<file path="src/rtl/hsk_io_pkg.sv">
// Package: shared encodings for the handshake I/O port.
// Assumes nibble direction fields are two bits wide.
package hsk_io_pkg;

    // Direction field codes; only NIB_OUT makes a half drive its pins.
    typedef enum logic [1:0] {
        NIB_OUT  = 2'b00,
        NIB_IN   = 2'b01,
        NIB_RSV2 = 2'b10,
        NIB_RSV3 = 2'b11
    } nib_mode_e;

    // Input handshake holding state.
    typedef enum logic {
        IN_EMPTY = 1'b0,
        IN_FULL  = 1'b1
    } in_state_e;

    // Output handshake sequencing state.
    typedef enum logic [1:0] {
        OUT_IDLE  = 2'b00,
        OUT_PEND  = 2'b01,
        OUT_VALID = 2'b10
    } out_state_e;

    // True when a direction field selects output; reserved codes read as input.
    function automatic logic nib_is_out(input logic [1:0] field);
        return nib_mode_e'(field) == NIB_OUT;
    endfunction

endpackage

</file>
<file path="src/rtl/hsk_io_regs.sv">
// Module: register file of the port. It holds the output register, the
// direction mode register and the auxiliary mode register, and decodes
// bus selects. Assumes single-cycle bus strobes sampled on the rising clock.
module hsk_io_regs #(
    parameter int          DATA_W    = 8,
    parameter int          ADDR_W    = 8,
    parameter logic [7:0]  DATA_ADDR = 8'h00,
    parameter logic [7:0]  MODE_ADDR = 8'hF8,
    parameter logic [7:0]  AUX_ADDR  = 8'hF7,
    parameter logic [7:0]  MODE_RST  = 8'h41
) (
    input  logic              clk,
    input  logic              rst_n,
    input  logic              bus_wr,
    input  logic              bus_rd,
    input  logic [ADDR_W-1:0] bus_addr,
    input  logic              bus_bank,
    input  logic [DATA_W-1:0] bus_wdata,
    output logic [DATA_W-1:0] mode_q,
    output logic [DATA_W-1:0] aux_q,
    output logic [DATA_W-1:0] out_q,
    output logic              data_sel,
    output logic              mode_sel,
    output logic              aux_sel,
    output logic              data_wr,
    output logic              data_rd
);

    // Address decode; the data register needs bank 0.
    always_comb begin
        data_sel = (bus_addr == ADDR_W'(DATA_ADDR)) && !bus_bank;
        mode_sel = (bus_addr == ADDR_W'(MODE_ADDR));
        aux_sel  = (bus_addr == ADDR_W'(AUX_ADDR));
        data_wr  = bus_wr && data_sel;
        data_rd  = bus_rd && data_sel;
    end

    // Register updates from bus writes.
    always_ff @(posedge clk) begin
        if (!rst_n) begin
            mode_q <= DATA_W'(MODE_RST);
            aux_q  <= '0;
            out_q  <= '0;
        end else if (bus_wr) begin
            if (data_sel) out_q  <= bus_wdata;
            if (mode_sel) mode_q <= bus_wdata;
            if (aux_sel)  aux_q  <= bus_wdata;
        end
    end

    // a write aimed at bank 1 never alters the output register.
    assert_bank_guard_R2: assert property (@(posedge clk) disable iff (!rst_n)
        (bus_wr && bus_bank && !mode_sel && !aux_sel) |=> $stable(out_q));

endmodule

</file>
<file path="src/rtl/hsk_io_in_hsk.sv">
// Module: input-direction handshake. Pin A is the data-valid strobe and the
// ready output goes to pin B. Assumes strobe and pin inputs are already
// synchronous to clk. Outside active mode it idles empty with ready high.
module hsk_io_in_hsk
    import hsk_io_pkg::*;
#(
    parameter int DATA_W = 8
) (
    input  logic              clk,
    input  logic              rst_n,
    input  logic              active,
    input  logic              dav_in,
    input  logic              rd_pulse,
    input  logic [DATA_W-1:0] pin_in,
    output logic              rdy_out,
    output logic [DATA_W-1:0] cap_q
);

    in_state_e state_q;
    logic      dav_q;
    logic      rd_seen_q;
    logic      fall;

    // Falling strobe detection against the previous sample.
    always_comb fall = dav_q && !dav_in;

    // Previous strobe level, idle high.
    always_ff @(posedge clk) begin
        if (!rst_n) dav_q <= 1'b1;
        else        dav_q <= dav_in;
    end

    // Capture, hold and release sequencing.
    always_ff @(posedge clk) begin
        if (!rst_n || !active) begin
            state_q   <= IN_EMPTY;
            rd_seen_q <= 1'b0;
            if (!rst_n) cap_q <= '0;
        end else begin
            unique case (state_q)
                IN_EMPTY: if (fall) begin
                    cap_q     <= pin_in;
                    state_q   <= IN_FULL;
                    rd_seen_q <= 1'b0;
                end
                IN_FULL: begin
                    if ((rd_seen_q || rd_pulse) && dav_in) begin
                        state_q   <= IN_EMPTY;
                        rd_seen_q <= 1'b0;
                    end else if (rd_pulse) begin
                        rd_seen_q <= 1'b1;
                    end
                end
                default: state_q <= IN_EMPTY;
            endcase
        end
    end

    // Ready is high while nothing is held.
    always_comb rdy_out = (state_q == IN_EMPTY);

    // a strobe fall on an empty port captures the pins and drops ready.
    assert_capture_R7: assert property (@(posedge clk) disable iff (!rst_n)
        (active && rdy_out && dav_q && !dav_in) |=> (!rdy_out && cap_q == $past(pin_in)));

    // the held byte does not move while full.
    assert_hold_R8: assert property (@(posedge clk) disable iff (!rst_n)
        (active && !rdy_out) |=> $stable(cap_q));

    // ready cannot return while the strobe is still low.
    assert_release_R9: assert property (@(posedge clk) disable iff (!rst_n)
        (active && !rdy_out && !dav_in) |=> (!rdy_out || !active));

endmodule

</file>
<file path="src/rtl/hsk_io_out_hsk.sv">
// Module: output-direction handshake. Pin A is the external ready and pin B
// carries data valid (low = valid). Assumes ready is synchronous to clk.
// Outside active mode it idles with data valid high.
module hsk_io_out_hsk
    import hsk_io_pkg::*;
(
    input  logic clk,
    input  logic rst_n,
    input  logic active,
    input  logic rdy_in,
    input  logic wr_pulse,
    output logic dav_out
);

    out_state_e state_q;
    logic       again_q;

    // Transfer sequencing: write -> wait ready -> valid -> wait ready low.
    always_ff @(posedge clk) begin
        if (!rst_n || !active) begin
            state_q <= OUT_IDLE;
            again_q <= 1'b0;
        end else begin
            unique case (state_q)
                OUT_IDLE, OUT_PEND: begin
                    if (rdy_in && (wr_pulse || state_q == OUT_PEND)) state_q <= OUT_VALID;
                    else if (wr_pulse)                                state_q <= OUT_PEND;
                end
                OUT_VALID: begin
                    if (!rdy_in) begin
                        state_q <= (again_q || wr_pulse) ? OUT_PEND : OUT_IDLE;
                        again_q <= 1'b0;
                    end else if (wr_pulse) begin
                        again_q <= 1'b1;
                    end
                end
                default: state_q <= OUT_IDLE;
            endcase
        end
    end

    // Data valid is active low.
    always_comb dav_out = (state_q != OUT_VALID);

    // data valid only falls after ready was seen high.
    assert_dav_needs_rdy_R10: assert property (@(posedge clk) disable iff (!rst_n)
        $fell(dav_out) |-> $past(rdy_in));

    // data valid stays low while ready stays high.
    assert_dav_hold_R11: assert property (@(posedge clk) disable iff (!rst_n)
        (!dav_out && rdy_in) |=> (!dav_out || !active));

endmodule

</file>
<file path="src/rtl/hsk_io_port.sv">
// Module: top of the nibble-configurable handshake I/O port. It derives per-half
// direction, enables handshake when both halves agree, muxes read data and
// merges the two handshake engines onto pin B. Assumes all pin inputs are
// synchronous to clk; level shifting is outside this block.
module hsk_io_port
    import hsk_io_pkg::*;
#(
    parameter int          DATA_W    = 8,
    parameter int          ADDR_W    = 8,
    parameter logic [7:0]  DATA_ADDR = 8'h00,
    parameter logic [7:0]  MODE_ADDR = 8'hF8,
    parameter logic [7:0]  AUX_ADDR  = 8'hF7,
    parameter int          HS_BIT    = 2
) (
    input  logic              clk,
    input  logic              rst_n,
    input  logic              bus_wr,
    input  logic              bus_rd,
    input  logic [ADDR_W-1:0] bus_addr,
    input  logic              bus_bank,
    input  logic [DATA_W-1:0] bus_wdata,
    output logic [DATA_W-1:0] bus_rdata,
    output logic [DATA_W-1:0] pin_oe,
    output logic [DATA_W-1:0] pin_out,
    input  logic [DATA_W-1:0] pin_in,
    input  logic              hsa_in,
    output logic              hsb_out
);

    localparam int NIB_W  = DATA_W / 2;
    localparam logic [7:0] MODE_RST = 8'h41;

    logic [DATA_W-1:0] mode_q, aux_q, out_q, cap_q, port_rd;
    logic              data_sel, mode_sel, aux_sel, data_wr, data_rd;
    logic [1:0]        nib_out;
    logic              hs_on, hs_in_act, hs_out_act, rdy_out, dav_out;

    hsk_io_regs #(
        .DATA_W(DATA_W), .ADDR_W(ADDR_W), .DATA_ADDR(DATA_ADDR),
        .MODE_ADDR(MODE_ADDR), .AUX_ADDR(AUX_ADDR), .MODE_RST(MODE_RST)
    ) regs_i (
        .clk(clk), .rst_n(rst_n), .bus_wr(bus_wr), .bus_rd(bus_rd),
        .bus_addr(bus_addr), .bus_bank(bus_bank), .bus_wdata(bus_wdata),
        .mode_q(mode_q), .aux_q(aux_q), .out_q(out_q),
        .data_sel(data_sel), .mode_sel(mode_sel), .aux_sel(aux_sel),
        .data_wr(data_wr), .data_rd(data_rd)
    );

    // Per-half direction, output enable and read-back source.
    for (genvar g = 0; g < 2; g++) begin : g_nib
        localparam int FLD_LO = (g == 0) ? 0 : DATA_W - 2;
        // Decode this half's direction field.
        always_comb nib_out[g] = nib_is_out(mode_q[FLD_LO +: 2]);
        // Drive enables and choose captured or live data for reads.
        always_comb begin
            pin_oe[g*NIB_W +: NIB_W]  = {NIB_W{nib_out[g]}};
            port_rd[g*NIB_W +: NIB_W] = hs_in_act ? cap_q[g*NIB_W +: NIB_W]
                                                  : pin_in[g*NIB_W +: NIB_W];
        end
    end

    // Handshake enable needs the control bit and matching halves.
    always_comb begin
        hs_on      = aux_q[HS_BIT] && (nib_out[0] == nib_out[1]);
        hs_in_act  = hs_on && !nib_out[1];
        hs_out_act = hs_on &&  nib_out[1];
    end

    hsk_io_in_hsk #(.DATA_W(DATA_W)) in_hsk_i (
        .clk(clk), .rst_n(rst_n), .active(hs_in_act), .dav_in(hsa_in),
        .rd_pulse(data_rd), .pin_in(pin_in), .rdy_out(rdy_out), .cap_q(cap_q)
    );

    hsk_io_out_hsk out_hsk_i (
        .clk(clk), .rst_n(rst_n), .active(hs_out_act), .rdy_in(hsa_in),
        .wr_pulse(data_wr), .dav_out(dav_out)
    );

    // Pin B: each engine idles high, so combine with AND.
    always_comb hsb_out = rdy_out && dav_out;

    // Output register straight to the pins.
    always_comb pin_out = out_q;

    // Register read multiplexer.
    always_comb begin
        if (data_sel)      bus_rdata = port_rd;
        else if (mode_sel) bus_rdata = mode_q;
        else if (aux_sel)  bus_rdata = aux_q;
        else               bus_rdata = '0;
    end

    // the lower half's enables always agree with each other.
    assert_oe_lo_R4: assert property (@(posedge clk) disable iff (!rst_n)
        (pin_oe[NIB_W-1:0] == '0) || (pin_oe[NIB_W-1:0] == '1));

    // the upper half's enables always agree with each other.
    assert_oe_hi_R5: assert property (@(posedge clk) disable iff (!rst_n)
        (pin_oe[DATA_W-1:NIB_W] == '0) || (pin_oe[DATA_W-1:NIB_W] == '1));

    // pin B stays idle while handshake is not in force.
    assert_hsb_idle_R6: assert property (@(posedge clk) disable iff (!rst_n)
        (!hs_on && $past(!hs_on)) |-> hsb_out);

endmodule

</file>
<file path="config.mk">
export PLATFORM = sky130hd
export DESIGN_NAME = hsk_io_port
export DESIGN_NICKNAME = d
export VERILOG_FILES = /design/src/rtl/hsk_io_pkg.sv /design/src/rtl/hsk_io_regs.sv /design/src/rtl/hsk_io_in_hsk.sv /design/src/rtl/hsk_io_out_hsk.sv /design/src/rtl/hsk_io_port.sv
export SDC_FILE = /design/constraint.sdc
export NUM_CORES = 1
export LEC_CHECK = 0
export BUFFER_PORTS_ARGS = -buffer_cell sky130_fd_sc_hd__buf_2
export CORE_AREA = 2 2 52 73
export CTS_BUF_LIST = sky130_fd_sc_hd__clkbuf_4 sky130_fd_sc_hd__clkbuf_8
export DETAILED_ROUTE_END_ITERATION = 12
export DIE_AREA = 0 0 54 75
export PLACE_DENSITY = 0.92
export SLEW_MARGIN = 20
export SYNTH_ARGS = -nofsm -noshare
export SYNTH_HDL_FRONTEND = slang
export SYNTH_HIERARCHICAL = 1
export SYNTH_SLANG_ARGS = --single-unit
</file>
<file path="constraint.sdc">
create_clock -name clk -period 7.4 [get_ports clk]
set_input_delay 2.22 -clock clk [delete_from_list [all_inputs] [get_ports clk]]
set_output_delay 2.22 -clock clk [all_outputs]
set_load 0.1 [all_outputs]
</file>
-- Word level (Yosys, flattened, before mapping)
Index checks and enable logic that the tools add are counted.
- register bits: 38
- bits of input ports: 30
- output and inout bits: 25
- logic and storage cells: 80
- equality and inequality tests: 13
- mux-type cells: 23
- bitwise operators: 1
- reductions and logical operators: 34
- operators by type and width (operator ; number):
    two-way mux 8 bit ; 7
    == test 8 bit, second input constant ; 2
    AND reduction 2 bit ; 6
    logical AND 1 bit ; 10
    zero test 8 bit ; 1
    two-way mux 1 bit ; 8
    two-way mux 4 bit ; 2
    inequality test 2 bit, second input constant ; 4
    zero test 1 bit ; 6
    zero test 2 bit ; 3
    two-way mux 2 bit ; 3
    logical OR 1 bit ; 5
    inequality test 2 x 1 -> 1 bit, second input constant ; 2
    one-hot mux 1 bit (2 select lines) ; 2
    one-hot mux 2 bit (2 select lines) ; 1
    inequality test 3 x 1 -> 1 bit, second input constant ; 1
    inequality test 3 x 2 -> 1 bit, second input constant ; 1
    AND reduction 3 bit ; 1
    == test 2 x 1 -> 1 bit, second input constant ; 1
    == test 2 bit, second input constant ; 1
    nonzero test 2 bit ; 1
    OR reduction 2 bit ; 1
    == test 1 bit ; 1
    inverter 1 bit ; 1

-- Logic depth before layout (Yosys ltp)
- depth in word-level cells: 8
- mapped depth: 5
- depth with buffers taken out: 5

-- Modules after synthesis
The synthesis kept the hierarchy.
- by module, submodules not included (module ; times used ; cells each ; area each (sq um) ; sequential area each (sq um)):
    hsk_io_regs ; 1 ; 103 ; 974.7 ; 480.5
    hsk_io_in_hsk ; 1 ; 31 ; 431.7 ; 300.3
    hsk_io_port ; 1 ; 50 ; 310.3 ; 0.0
    hsk_io_out_hsk ; 1 ; 14 ; 135.1 ; 60.1

-- Least setup slack after synthesis
Ideal clock, no wire load.
- path kind: in2out
- start point: in bus_addr[1]
- end point: out bus_rdata[3]
- arrival time: 4860 ps
- required time: 5180 ps
- path slack: 320 ps
- cell stages on the path: 5
- buffers on the path: 1
- cell sequence: or4b_4 nor2_1 clkbuf_1 a221oi_1 a31oi_1
- elaborated cells between the ends (all ways): 7
- those cells by class: eq/ne (2); mux (3); reduce/logical (2)
- RTL lines (what ; line ; source):
    from (decl) ; hsk_io_port.sv:19 ; input logic [ADDR_W-1:0] bus_addr,
    == test 8 bit ; hsk_io_regs.sv:32 ; mode_sel = (bus_addr == ADDR_W'(MODE_ADDR));
    net mode_sel ; hsk_io_port.sv:34 ; logic data_sel, mode_sel, aux_sel, data_wr, data_rd;
    two-way mux 8 bit ; hsk_io_port.sv:88 ; else if (mode_sel) bus_rdata = mode_q;
    two-way mux 8 bit ; hsk_io_port.sv:87 ; if (data_sel) bus_rdata = port_rd;
    to (decl) ; hsk_io_port.sv:22 ; output logic [DATA_W-1:0] bus_rdata,
The timed path passes the listed nets, and every way through them passes these cells.

-- Worst setup path after layout
- start point: in bus_addr[1]
- end point: out bus_rdata[0]
Same word-level chain as after synthesis.

==> impl_metrics.csv <==
group,metric,value,unit
synth,synth_edf_count,8,
run_status,status,"finished, final reports clean",
route,drc_errors,0,
worst_hold_path,hold_path_depth,2,
timing,max_slew_margin,53.2,%
critical_path,worst_r2r_path_depth,4,
finish,fillerInstances,305,
timing,setup-violations-final,0,
timing,fin_crit,6.68,ns
placement,place_hpwl,2980,um
placement,routabilityCongestion,0.770,
timing,hold_viol_final,0,
clock_tree,cts.clk_slew.worst_paths,0.07,ns
job,drv_cap,0,
route,wl,4050,um
die,die_h,75,um
synth,synth_fa_ha_area_share,0,%
timing,slew_viol_final,0,
critical_path,required,5.18,ns
synth,synth_ff_type,"dfxtp_1",
global_route,grt_pass1_vias,1544,
placement,io_buffers,54,
synth,synthArstFlopShare,0,%
route,vias,1648,
route,first_pass_iters,4,
clock_tree,tritoncts,"built",
global_route,grt_use_total,22.4,%
clock_tree,postCtsSetupBuffers,0,
finish,n_antenna_cell,0,
critical_path,endpoint_kind,"primary output",
synth,synthXorXnorAreaFrac,0,%
synth,netlist_area,0.00185,mm2
worst_hold_path,hold_class,"reg2reg",
synth,syn_avg_cell_area,9.35,um2
critical_path,critPathArrivalTime,4.46,ns
synth,ys_types,39,
global_route,grt_max_degree,45,
die,placementRows,25,
critical_path,regToRegEndpoint,"in_hsk_i/cap_q[0]",
synth,seq_area_frac_synth,45.4,%
die,initial_core_util,54.8,%
synth,ys_seq_elements,38,
synth,syn_inst,198,
power,powerDensity,201,mW/mm2
clock_tree,insertion_delay,0.29,ns
clock_tree,cts_sinks,38,
power,cellLeakagePower,0.00109,uW
route,initialDrtViolationCount,35,
timing,fmax,150,MHz
route,vias_per_cell,5.76,
synth,synth_top_family_by_area,"simple AND/OR/NAND/NOR gates",
synth,yosysWarnings,6,
finish,final_cell_count_no_fill,286,
global_route,grt_pass1_wl,6610,um
clock_tree,cts_resized,0,
clock_tree,cts_max_path_buffers,2,
synth,synth_compound_area_share,13.0,%
finish,nets,275,
die,die-area,0.00405,mm2
worst_hold_path,hold_end,"regs_i/out_q[4]",
route,drtAntennaViolNets,0,
finish,area_growth,20.3,%
die,ios,55,
timing,final.period_utilization,90.3,%
synth,muxShareOfSynthArea,11.9,%
finish,drive_gt1_share,27.2,%
clock_tree,cts_made_buffers,5,
worst_hold_path,worstHoldStart,"regs_i/out_q[4]",
critical_path,rrSetupSlack,5.78,ns
synth,synth_fp_nets,228,
clock_tree,clock-root-buffer,"clkbuf_8",
route,routedWlPerCell,14.2,um
clock_tree,cts_hold_repair.buffers,0,
global_route,grt-ovfl-total,0,
timing,setup_tns,0,ns
power,ir_drop,178,uV
finish,post-route-util,65.9,%
clock_tree,htree_levels,2,
timing,grt_setup_unrepaired,"false",
global_route,antenna_found_initial,0,
critical_path,startpoint_type,"primary input",
critical_path,worst-setup-path-type,"in2out",
die,core_area,0.00338,mm2
die,die_x,54,um
timing,skew,0.00980,ns
critical_path,reg2reg_from,"regs_i/mode_q[7]",
timing,worst_pin_slew,0.702,ns
placement,dpl.cell_count,278,
timing,fin_hold_ws,0.459,ns
critical_path,path_max_fanout,12,
synth,yosys.area_share.simple,23.7,%
## synth_stat cells (2+ instances only)
| library cell | instances | share of area, % |
|---|---|---|
| nand2_1 | 49 | 9.9 |
| dfxtp_1 | 30 | 32 |
| mux2i_1 | 22 | 12 |
| and3_1 | 10 | 3.4 |
| edfxtp_1 | 8 | 13 |
| clkbuf_1 | 7 | 1.4 |
| buf_4 | 6 | 2.4 |
| inv_1 | 6 | 1.2 |
| a21oi_1 | 5 | 1.4 |
| a221oi_1 | 5 | 2.4 |
| a31oi_1 | 5 | 1.7 |
| nor2_1 | 5 | 1.0 |
| nand3b_1 | 4 | 1.6 |
| a32oi_1 | 3 | 1.4 |
| nor3_1 | 3 | 0.81 |
| a211oi_1 | 2 | 0.81 |
| and2_1 | 2 | 0.68 |
| nor3b_1 | 2 | 0.81 |
| o211ai_1 | 2 | 0.81 |
| o31ai_1 | 2 | 0.81 |
| or3_1 | 2 | 0.68 |
## layer usage
layer,wire (um),GRT usage [%]
met5,0,0
met4,90,11.4
met3,242,5.36
met2,2080,38.9
met1,1640,24.9
## per-stage QoR
| step | worst slack, ns | power, uW | instance area [um2] |
|---|---|---|---|
| floorplan | 0.320 | 230 | 1850 |
| global placement | 0.805 | 241 | 2090 |
| detailed placement | 0.804 | 242 | 2090 |
| CTS | 0.747 | 453 | 2230 |
| global route | 0.577 | 462 | 2230 |
| finish | 0.717 | 447 | 2230 |
## how the worst max path moves through the flow
stage	start	endpoint	slack, ns	cells past startpoint
3_5_place_dp	bus_addr[1]	bus_rdata[0]	0.80	7
3_3_place_gp	bus_addr[1]	bus_rdata[0]	0.80	7
6_report	bus_addr[1]	bus_rdata[0]	0.72	7
2_1_floorplan	bus_addr[1]	bus_rdata[3]	0.32	5
4_1_cts	bus_addr[1]	bus_rdata[0]	0.75	7
5_1_grt	bus_addr[1]	bus_rdata[0]	0.58	7
## critical path: stages
cell      delay [ns]
buf_2           0.12
or4b_4          0.55
nor2_1          0.56
nor2b_1         0.22
a221oi_1        0.38
a31oi_1         0.07
buf_2           0.33
## cell families (layout without fill, tap and decap cells)
family                 after synthesis  after routing
and+or+nand+nor                     88             88
DFF                                 38             38
AOI/OAI and AO/OA                   29             29
muxes                               22             22
buffers and inverters               21             69
## cell usage in the layout, fill, tap and decap left out, types with 2 or more instances in the layout
| cell type | netlist | routed |
|---|---|---|
| and2_1 | 2 | 2 |
| o31ai_1 | 2 | 2 |
| nand2_1 | 49 | 49 |
| mux2i_1 | 22 | 22 |
| a31oi_1 | 5 | 5 |
| nor2_1 | 5 | 5 |
| o211ai_1 | 2 | 2 |
| nor3_1 | 3 | 3 |
| inv_1 | 6 | 6 |
| a211oi_1 | 2 | 2 |
| nand3b_1 | 4 | 4 |
| buf_2 | 0 | 54 |
| a32oi_1 | 3 | 3 |
| and3_1 | 10 | 10 |
| a221oi_1 | 5 | 5 |
| a21oi_1 | 5 | 5 |
| clkbuf_8 | 0 | 5 |
| nor3b_1 | 2 | 2 |
| bufinv_16 | 0 | 2 |
| or3_1 | 2 | 2 |
| dfxtp_1 | 30 | 30 |
| edfxtp_1 | 8 | 8 |
## registers in the layout, summed over array words and instances (netlist names)
register            count
regs_i/mode_q           8
out_hsk_i/again_q       1
out_hsk_i/state_q       2
in_hsk_i/rd_seen_q      1
in_hsk_i/dav_q          1
regs_i/out_q            8
in_hsk_i/state_q        1
regs_i/aux_q            8
in_hsk_i/cap_q          8
## where the power goes
part | internal (uW) | switching [uW]
combinational | 8.93 | 14.2
clock | 135 | 75.5
sequential | 213 | 0.797
total | 357 | 90.5
## final cells by class
cell class / count / area, um2 / area share [%]
Multi-Input combinational cell: 139 / 900 / 40.4
Sequential cell: 38 / 841 / 37.8
Timing Repair Buffer: 54 / 270 / 12.1
Clock buffer: 5 / 68.8 / 3.09
Clock inverter: 3 / 68.8 / 3.09
Tap cell: 40 / 50.0 / 2.25
Inverter: 7 / 28.8 / 1.29
Note: power is estimated with default switching activity, not from simulation.
